**src/rtl/acl_wake_pkg.sv**
```systemverilog
package acl_wake_pkg;
  typedef enum logic [1:0] {
    LNK_ACTIVE = 2'd0,
    LNK_ASLEEP = 2'd1,
    LNK_WAKE   = 2'd2
  } link_state_e;
endpackage

```
**src/rtl/acl_bitclk_gen.sv**
```systemverilog
module acl_bitclk_gen #(
  parameter int HALF_DIV = 2
) (
  input  logic clk_ref,
  input  logic rst_n,
  input  logic en_i,
  output logic bitclk_o
);
  localparam int DW = (HALF_DIV > 1) ? $clog2(HALF_DIV) : 1;
  localparam logic [DW-1:0] LAST = DW'(HALF_DIV - 1);

  logic [DW-1:0] div_q;
  logic          bclk_q;

  always_ff @(posedge clk_ref) begin
    if (!rst_n) begin
      div_q  <= '0;
      bclk_q <= 1'b0;
    end else if (!en_i) begin
      div_q  <= '0;
      bclk_q <= 1'b0;
    end else if (div_q == LAST) begin
      div_q  <= '0;
      bclk_q <= ~bclk_q;
    end else begin
      div_q <= div_q + 1'b1;
    end
  end

  assign bitclk_o = bclk_q;

  // a rising edge only ever follows a cycle with the divider enabled
  p_edge_enabled_r2: assert property (@(posedge clk_ref) disable iff (!rst_n)
    $rose(bclk_q) |-> $past(en_i));
endmodule

```
**src/rtl/acl_sync_meter.sv**
```systemverilog
module acl_sync_meter #(
  parameter int WARM_MIN_CYC = 100,
  parameter int SYNC_STAGES  = 2
) (
  input  logic clk_ref,
  input  logic rst_n,
  input  logic sync_i,
  input  logic en_i,
  output logic sync_s_o,
  output logic warm_done_o
);
  localparam int CW = $clog2(WARM_MIN_CYC + 1);
  localparam logic [CW-1:0] FULL = CW'(WARM_MIN_CYC);

  logic [SYNC_STAGES-1:0] sq;
  logic [CW-1:0]          wid_q;
  logic                   sync_s;

  generate
    if (SYNC_STAGES == 1) begin : g_one
      always_ff @(posedge clk_ref) begin
        if (!rst_n) sq <= '0;
        else        sq <= sync_i;
      end
    end else begin : g_chain
      always_ff @(posedge clk_ref) begin
        if (!rst_n) sq <= '0;
        else        sq <= {sq[SYNC_STAGES-2:0], sync_i};
      end
    end
  endgenerate

  assign sync_s = sq[SYNC_STAGES-1];

  // width of the current high run, saturating at the threshold
  always_ff @(posedge clk_ref) begin
    if (!rst_n || !en_i) wid_q <= '0;
    else if (!sync_s)    wid_q <= '0;
    else if (wid_q != FULL) wid_q <= wid_q + 1'b1;
  end

  assign warm_done_o = en_i && !sync_s && (wid_q == FULL);
  assign sync_s_o    = sync_s;

  // completion only ever follows a run that had reached the threshold
  p_long_run_r6: assert property (@(posedge clk_ref) disable iff (!rst_n)
    warm_done_o |-> ($past(sync_s) && $past(en_i)));
endmodule

```
**src/rtl/acl_wake_ctrl.sv**
```systemverilog
module acl_wake_ctrl
  import acl_wake_pkg::*;
#(
  parameter int WAKE_MIN_CYC = 100
) (
  input  logic        clk_ref,
  input  logic        rst_n,
  input  logic        pdn_req_i,
  input  logic        wake_evt_i,
  input  logic        warm_done_i,
  output link_state_e state_o,
  output logic        run_nxt_o,
  output logic        sdin_o
);
  localparam int WW = $clog2(WAKE_MIN_CYC + 1);
  localparam logic [WW-1:0] WFULL = WW'(WAKE_MIN_CYC);
  localparam logic [WW-1:0] WLAST = WW'(WAKE_MIN_CYC - 1);

  link_state_e state_q, state_d;
  logic        pdn_take;
  logic        sdin_q, sdin_d;
  logic [WW-1:0] wcnt_q;

  always_comb begin
    state_d  = state_q;
    pdn_take = 1'b0;
    unique case (state_q)
      LNK_ACTIVE: if (pdn_req_i) begin
        state_d  = LNK_ASLEEP;
        pdn_take = 1'b1;
      end
      LNK_ASLEEP: begin
        if (warm_done_i)     state_d = LNK_ACTIVE;
        else if (wake_evt_i) state_d = LNK_WAKE;
      end
      LNK_WAKE: if (warm_done_i) state_d = LNK_ACTIVE;
      default: state_d = LNK_ACTIVE;
    endcase
  end

  // return line: high while waking, stretched after wake to the minimum width
  always_comb begin
    sdin_d = (state_d == LNK_WAKE) ||
             (sdin_q && (state_d == LNK_ACTIVE) && (wcnt_q < WLAST));
    if (pdn_take) sdin_d = 1'b0;
  end

  always_ff @(posedge clk_ref) begin
    if (!rst_n) begin
      state_q <= LNK_ACTIVE;
      sdin_q  <= 1'b0;
      wcnt_q  <= '0;
    end else begin
      state_q <= state_d;
      sdin_q  <= sdin_d;
      if (!sdin_q)              wcnt_q <= '0;
      else if (wcnt_q != WFULL) wcnt_q <= wcnt_q + 1'b1;
    end
  end

  assign state_o   = state_q;
  assign run_nxt_o = (state_d == LNK_ACTIVE);
  assign sdin_o    = sdin_q;

  // power-down parks the return line in the next cycle
  p_pdn_parks_r3: assert property (@(posedge clk_ref) disable iff (!rst_n)
    (state_q == LNK_ACTIVE && pdn_req_i) |=> (state_q == LNK_ASLEEP && !sdin_q));
  // a release not forced by power-down honours the minimum width
  p_min_width_r7: assert property (@(posedge clk_ref) disable iff (!rst_n)
    ($fell(sdin_q) && !$past(pdn_take)) |-> ($past(wcnt_q) >= WLAST));
  // a wake event on a running link never raises the line
  p_wake_active_r8: assert property (@(posedge clk_ref) disable iff (!rst_n)
    (state_q == LNK_ACTIVE && wake_evt_i && !sdin_q) |=> !sdin_q);
endmodule

```
**src/rtl/acl_wake_responder.sv**
```systemverilog
module acl_wake_responder
  import acl_wake_pkg::*;
#(
  parameter int HALF_DIV     = 2,
  parameter int WARM_MIN_CYC = 100,
  parameter int WAKE_MIN_CYC = 100,
  parameter int SYNC_STAGES  = 2
) (
  input  logic clk_ref,
  input  logic rst_n,
  input  logic sync_i,
  input  logic pdn_req_i,
  input  logic wake_evt_i,
  output logic bitclk_o,
  output logic sdin_o
);
  link_state_e state;
  logic        run_nxt;
  logic        warm_done;
  logic        sync_s;

  acl_sync_meter #(
    .WARM_MIN_CYC(WARM_MIN_CYC),
    .SYNC_STAGES (SYNC_STAGES)
  ) u_meter (
    .clk_ref    (clk_ref),
    .rst_n      (rst_n),
    .sync_i     (sync_i),
    .en_i       (state != LNK_ACTIVE),
    .sync_s_o   (sync_s),
    .warm_done_o(warm_done)
  );

  acl_wake_ctrl #(
    .WAKE_MIN_CYC(WAKE_MIN_CYC)
  ) u_ctrl (
    .clk_ref    (clk_ref),
    .rst_n      (rst_n),
    .pdn_req_i  (pdn_req_i),
    .wake_evt_i (wake_evt_i),
    .warm_done_i(warm_done),
    .state_o    (state),
    .run_nxt_o  (run_nxt),
    .sdin_o     (sdin_o)
  );

  acl_bitclk_gen #(
    .HALF_DIV(HALF_DIV)
  ) u_bclk (
    .clk_ref (clk_ref),
    .rst_n   (rst_n),
    .en_i    (run_nxt),
    .bitclk_o(bitclk_o)
  );

  // no clock while the link sleeps
  p_parked_clk_r3: assert property (@(posedge clk_ref) disable iff (!rst_n)
    (state != LNK_ACTIVE) |-> !bitclk_o);
  // the link only returns once sync has been seen low
  p_restart_after_sync_r5: assert property (@(posedge clk_ref) disable iff (!rst_n)
    (state == LNK_ACTIVE && $past(state) != LNK_ACTIVE) |-> !$past(sync_s));
endmodule

```
**config.mk**
```make
export PLATFORM = sky130hd
export DESIGN_NAME = acl_wake_responder
export DESIGN_NICKNAME = d
export VERILOG_FILES = /design/src/rtl/acl_wake_pkg.sv /design/src/rtl/acl_bitclk_gen.sv /design/src/rtl/acl_sync_meter.sv /design/src/rtl/acl_wake_ctrl.sv /design/src/rtl/acl_wake_responder.sv
export SDC_FILE = /design/constraint.sdc
export NUM_CORES = 1
export LEC_CHECK = 0
export CORE_MARGIN = 3
export CORE_UTILIZATION = 45
export CTS_CLUSTER_SIZE = 14
export DETAILED_ROUTE_END_ITERATION = 8
export GPL_ROUTABILITY_DRIVEN = 0
export PLACE_DENSITY = 0.67
export SETUP_SLACK_MARGIN = 0.05
export SYNTH_ARGS = -nofsm -noshare
export SYNTH_HDL_FRONTEND = slang
export SYNTH_HIERARCHICAL = 1
export SYNTH_SLANG_ARGS = --single-unit
```
**constraint.sdc**
```tcl
create_clock -name clk_ref -period 3.7 [get_ports clk_ref]
set_input_delay 0.37 -clock clk_ref [delete_from_list [all_inputs] [get_ports clk_ref]]
set_output_delay 0.37 -clock clk_ref [all_outputs]
set_load 0.01 [all_outputs]
```
# Yosys cells after proc, flatten, opt, wreduce, memory -nomap -nowiden
# Cells that the tools add are included.
[totals]
latchBits = 0
memories = 0
input_bits = 5
ram_bits = 0
output_inout_bits = 2
regBits = 21
mem_bits_ro = 0
[op_classes]
mux = 7
n_bitwise = 4
n_div = 0
shifts = 0
reduce_logical = 17
addsub = 3
order_cmp = 1
n_mul = 0
n_eq_ne = 6
[ops]
columns = ["operator", "n"]
rows = [
  ["adder 7 x 1 -> 7 bit, second input constant", 2],
  ["inequality test 7 bit, second input constant", 2],
  ["two-way mux 2 bit", 4],
  ["equality test 7 bit, second input constant", 1],
  ["< comparator 7 bit, second input constant", 1],
  ["case mux 2 bit (3 select lines)", 1],
  ["equality test 2 bit, second input constant", 2],
  ["logical AND 1 bit", 4],
  ["zero test 2 bit", 2],
  ["NOT 1 bit", 4],
  ["AND reduction 2 bit", 2],
  ["OR reduction 2 bit", 2],
  ["zero test 1 bit", 3],
  ["OR reduction 3 bit", 1],
  ["equality test 2 x 1 -> 1 bit, second input constant", 1],
  ["logical OR 1 bit", 2],
  ["two-way mux 1 bit", 2],
  ["nonzero test 2 bit", 1],
  ["adder 1 bit, second input constant", 1],
]

# Longest topological paths before layout
[logic_depth]
ltp_word = 9
ltp_mapped = 10
depth_no_buf = 10

# Modules after synthesis
# Netlist, hierarchy kept.
[by_module_without_submodules]
columns = ["mod", "seq_area_each_um2", "area_per_inst_um2", "n_inst", "cells_each"]
rows = [
  ["acl_wake_ctrl", 200.2, 499.2, 1, 58],
  ["acl_sync_meter", 180.2, 402.9, 1, 45],
  ["acl_bitclk_gen", 40.0, 60.1, 1, 6],
  ["acl_wake_responder", 0.0, 6.3, 1, 1],
]

# Worst setup path after synthesis
# OpenSTA, ideal clock, no wires.
[synth_path]
kind = "register to register"
from = "register u_meter.wid_q[0]"
to = "register u_ctrl.sdin_q, in the netlist u_ctrl/sdin_o"
stages_incl_launch_ff = 9
slack_ps = 1932
setup_time_ps = 130
path_buffers = 0
arrival_time_ps = 1638
required_ps = 3570
cell_sequence = "dfxtp_1 -> inv_1 -> ha_1 -> and4bb_2 -> nand2_1 -> nor3b_1 -> or3b_2 -> a21oi_1 -> a211oi_1"
[synth_between]
elab_chain_len = 8
word_cells_on_any_way = 10
[synth_rtl]
columns = ["element", "line", "source"]
rows = [
  ["from (decl)", "acl_sync_meter.sv:16", "logic [CW-1:0] wid_q;"],
  ["from (signal assigned)", "acl_sync_meter.sv:39", "else if (wid_q != FULL) wid_q <= wid_q + 1'b1;"],
  ["equality test 7 bit *", "acl_sync_meter.sv:42", "assign warm_done_o = en_i && !sync_s && (wid_q == FULL);"],
  ["logical AND 1 bit *", "acl_sync_meter.sv:42", ""],
  ["net warm_done", "acl_wake_responder.sv:19", "logic warm_done;"],
  ["two-way mux 2 bit (on tied branches)", "acl_wake_ctrl.sv:36, acl_wake_ctrl.sv:33", ""],
  ["case mux 2 bit (3 select lines) *", "acl_wake_ctrl.sv:27", "unique case (state_q)"],
  ["zero test 2 bit", "acl_wake_ctrl.sv:44", "(sdin_q && (state_d == LNK_ACTIVE) && (wcnt_q < WLAST));"],
  ["logical AND 1 bit (2 in series)", "acl_wake_ctrl.sv:44", ""],
  ["logical OR 1 bit *", "acl_wake_ctrl.sv:43", "sdin_d = (state_d == LNK_WAKE) ||"],
  ["to (signal assigned)", "acl_wake_ctrl.sv:55", "sdin_q <= sdin_d;"],
  ["to (decl)", "acl_wake_ctrl.sv:21", "logic sdin_q, sdin_d;"],
]
# The timed path passes the listed nets; every way through them passes the cells marked *.
# A chain may end at the register's enable or synchronous reset.

# Worst setup path in the final report
[layout_path]
from = "register u_meter.wid_q[0]"
to = "register u_ctrl.state_q[0], in the netlist u_ctrl/state_o[0]"
[layout_between]
elab_chain_len = 4
word_cells_on_any_way = 5
[layout_rtl]
columns = ["element", "line", "source"]
rows = [
  ["equality test 7 bit *", "acl_sync_meter.sv:42", ""],
  ["logical AND 1 bit *", "acl_sync_meter.sv:42", ""],
  ["net warm_done", "acl_wake_responder.sv:19", ""],
  ["two-way mux 2 bit (on tied branches)", "acl_wake_ctrl.sv:36, acl_wake_ctrl.sv:33", ""],
  ["case mux 2 bit (3 select lines) *", "acl_wake_ctrl.sv:27", ""],
  ["to (signal assigned)", "acl_wake_ctrl.sv:54", "state_q <= state_d;"],
  ["to (decl)", "acl_wake_ctrl.sv:19", "link_state_e state_q, state_d;"],
]
# Marked as above.

==> flow_summary.toml <==
[timing]
setup_viol = 0
tightest_slew_ps = 387.8
slew_headroom = 0.7409
drv_slew = 0
timing.setup.tns_ps = 0
rsz0062_at_grt = "false"
timing.fmax_mhz = 517.8
min_period_ps = 1931
hold_viol_final = 0
finalCritPeriodShare = 0.5219
finalClockSkew_ps = 9.519
fin_ws_ps = 1769

[setup_path]
r2r-end = "u_ctrl/state_o[0]"
worstSetupPathType = "reg -> reg"
cp_slowest_cell = "or3b_2"
path_cells = "inv_1, ha_1, and4bb_2, nand2_1, nor3b_1, or3b_2, a21oi_1, and2_1"
reg2reg_from = "u_meter/wid_q[0]"
worst_r2r_path_depth = 8
endpoint_kind = "register"
crit_required_ps = 3940
cp-start-kind = "register"
cp_num_buf_inv = 1
ff2ff_setup_slack_ps = 1770
cpLargestDelayFamily = "simple AND/OR/NAND/NOR gates"
crit_arrival_ps = 2170
worstPathMaxFanout = 4
max_stage_delay_ps = 460

[hold_path]
hp-start = "u_bclk/div_q"
holdPathEnd = "u_bclk/div_q"
hold_path_depth = 1
min_path_type = "reg -> reg"

[drt]
routed_wirelength_mm = 1.720
route.vias.total = 783
dr.pass1.iters = 4
drc = 0
vias_per_cell = 5.400
antenna_left = 0
drt_iter0_drc = 19
wl_per_cell_um = 11.86

[global_routing]
grt_max_degree = 12
grt_pass1_vias = 777
antenna_found_initial = 0
grt_pass1_wl_mm = 3.222
overflow = 0
track_usage = 0.1568

[synth]
yosysSeqAreaShare = 0.4341
ys_async_sr_fraction = 0
synth_edf_count = 0
synth_area_per_cell_sq_um = 8.804
netlist_instances = 110
yosys_warnings = 6
synth-seq-cells = 21
mappedNetlistNets = 119
yosysUniqueCellTypes = 31
ys.flop_type = "dfxtp_1"
syn_area_sq_um = 968.4

[power_and_ir_drop]
ir_drop_mv = 0.2198
power.density_nw_per_um2 = 344.9
leakage_nw = 0.3518

[clock_tree]
cts_root_buf = "clkbuf_4"
hold_buffers = 0
clk_path_buf_depth = 2
cts_sinks = 21
htree_levels = 1
postCtsResizedCells = 0
cts_setup_buffers = 0
clkTransAtPathRegs_ps = 110
clk_latency_ps = 300
cts_tree = "done"
cts_made_buffers = 3

[outcome]
status = "finished, final reports clean"

[floorplan]
rows = 16
pin_count = 7
core_area_sq_um = 2002
die_h_um = 52.39
fp.dieW_um = 52.39
fp.dieArea_sq_um = 2745
initial_core_util = 0.4838

[layout]
synthToLayoutAreaGrowth_pct = 11.37
antenna_cells = 0
final_cell_mix = "dfxtp_1, a21oi_1, nand2_1, nand3_1"
final_cells = 145
final_common_cell = "dfxtp_1"
nets = 128
final_core_util = 0.5388
drive_above_1_share = 0.07627

[place]
dp_slack_ps = 1796
dp_hpwl_mm = 1.307
dpl.cell_count = 141
port_buffers = 6

[run]
drv_cap = 0
==> synth_stat cells (2+ instances only) <==
cell type,n,area share
nand2b_1,2,0.013
and2_1,3,0.019
xor2_1,5,0.045
o21ai_0,5,0.026
dfxtp_1,21,0.43
inv_1,5,0.019
nor2_1,7,0.027
nor3_1,7,0.036
nand3_1,8,0.041
xnor2_1,2,0.018
a21oi_1,11,0.057
or3_1,4,0.026
ha_1,4,0.052
nand2_1,8,0.031
buf_2,2,0.010
==> sequential cells by signal, indices dropped and copies added (netlist names) <==
signal / flops
u_ctrl/sdin_o: 1
u_ctrl/state_o: 2
u_bclk/div_q: 1
u_bclk/bitclk_o: 1
u_ctrl/wcnt_q: 7
u_meter/sq: 2
u_meter/wid_q: 7
==> routing by layer <==
metal,vias up,global-route usage,share of wire
li1,409,-,-
met1,365,0.1818,0.44
met2,7,0.2748,0.52
met3,2,0.05128,0.029
met4,0,0.03830,0.0058
met5,-,0,0
==> worst max path at each step <==
stage / to / cells past startpoint / startpoint
2_1_floorplan: u_ctrl/sdin_o / 8 / u_meter/wid_q[0]
3_3_place_gp: u_ctrl/sdin_o / 8 / u_meter/wid_q[0]
3_5_place_dp: u_ctrl/sdin_o / 8 / u_meter/wid_q[0]
4_1_cts: u_ctrl/state_o[0] / 8 / u_meter/wid_q[0]
5_1_grt: u_ctrl/sdin_o / 8 / u_meter/wid_q[0]
6_report: u_ctrl/state_o[0] / 8 / u_meter/wid_q[0]
==> metrics by stage <==
step | hold slack [ps] | total power, mW | cell area, sq um
floorplan | 410.8 | 0.2599 | 968.4
global placement | 418.6 | 0.2714 | 1052
detailed placement | 424.6 | 0.2723 | 1052
CTS | 442.1 | 0.3782 | 1079
global route | 474.8 | 0.3949 | 1079
finish | 438.9 | 0.3719 | 1079
==> logic make-up (layout without fill, tap and decap cells) <==
kind of cell             count (synthesis)  count (layout)  synth area share
AO/OA/AOI/OAI                           22              22            0.1357
XOR/XNOR                                 7               7           0.06331
adder cells (fa/ha/maj)                  4               4           0.05168
buffers and inverters                    7              15           0.02972
flip-flops                              21              21            0.4341
AND/OR/NAND/NOR                         49              49            0.2855
==> layout make-up <==
type                       instances  area (sq um)
fill                             203         923.4
sequential                        21         420.4
clock buffer                       4         26.28
tap                               27         33.78
multi-input combinational         82         519.2
inverter                           5         18.77
timing repair buffer               6         60.06
==> power by group <==
| group | internal, mW | switching (mW) | leakage [nW] |
|---|---|---|---|
| combinational | 0.0168 | 0.0125 | 0.166 |
| clock | 0.0419 | 0.0631 | 0.0150 |
| sequential | 0.232 | 0.00530 | 0.170 |
| total | 0.291 | 0.0809 | 0.352 |
Power figures use the tool's default switching activity.
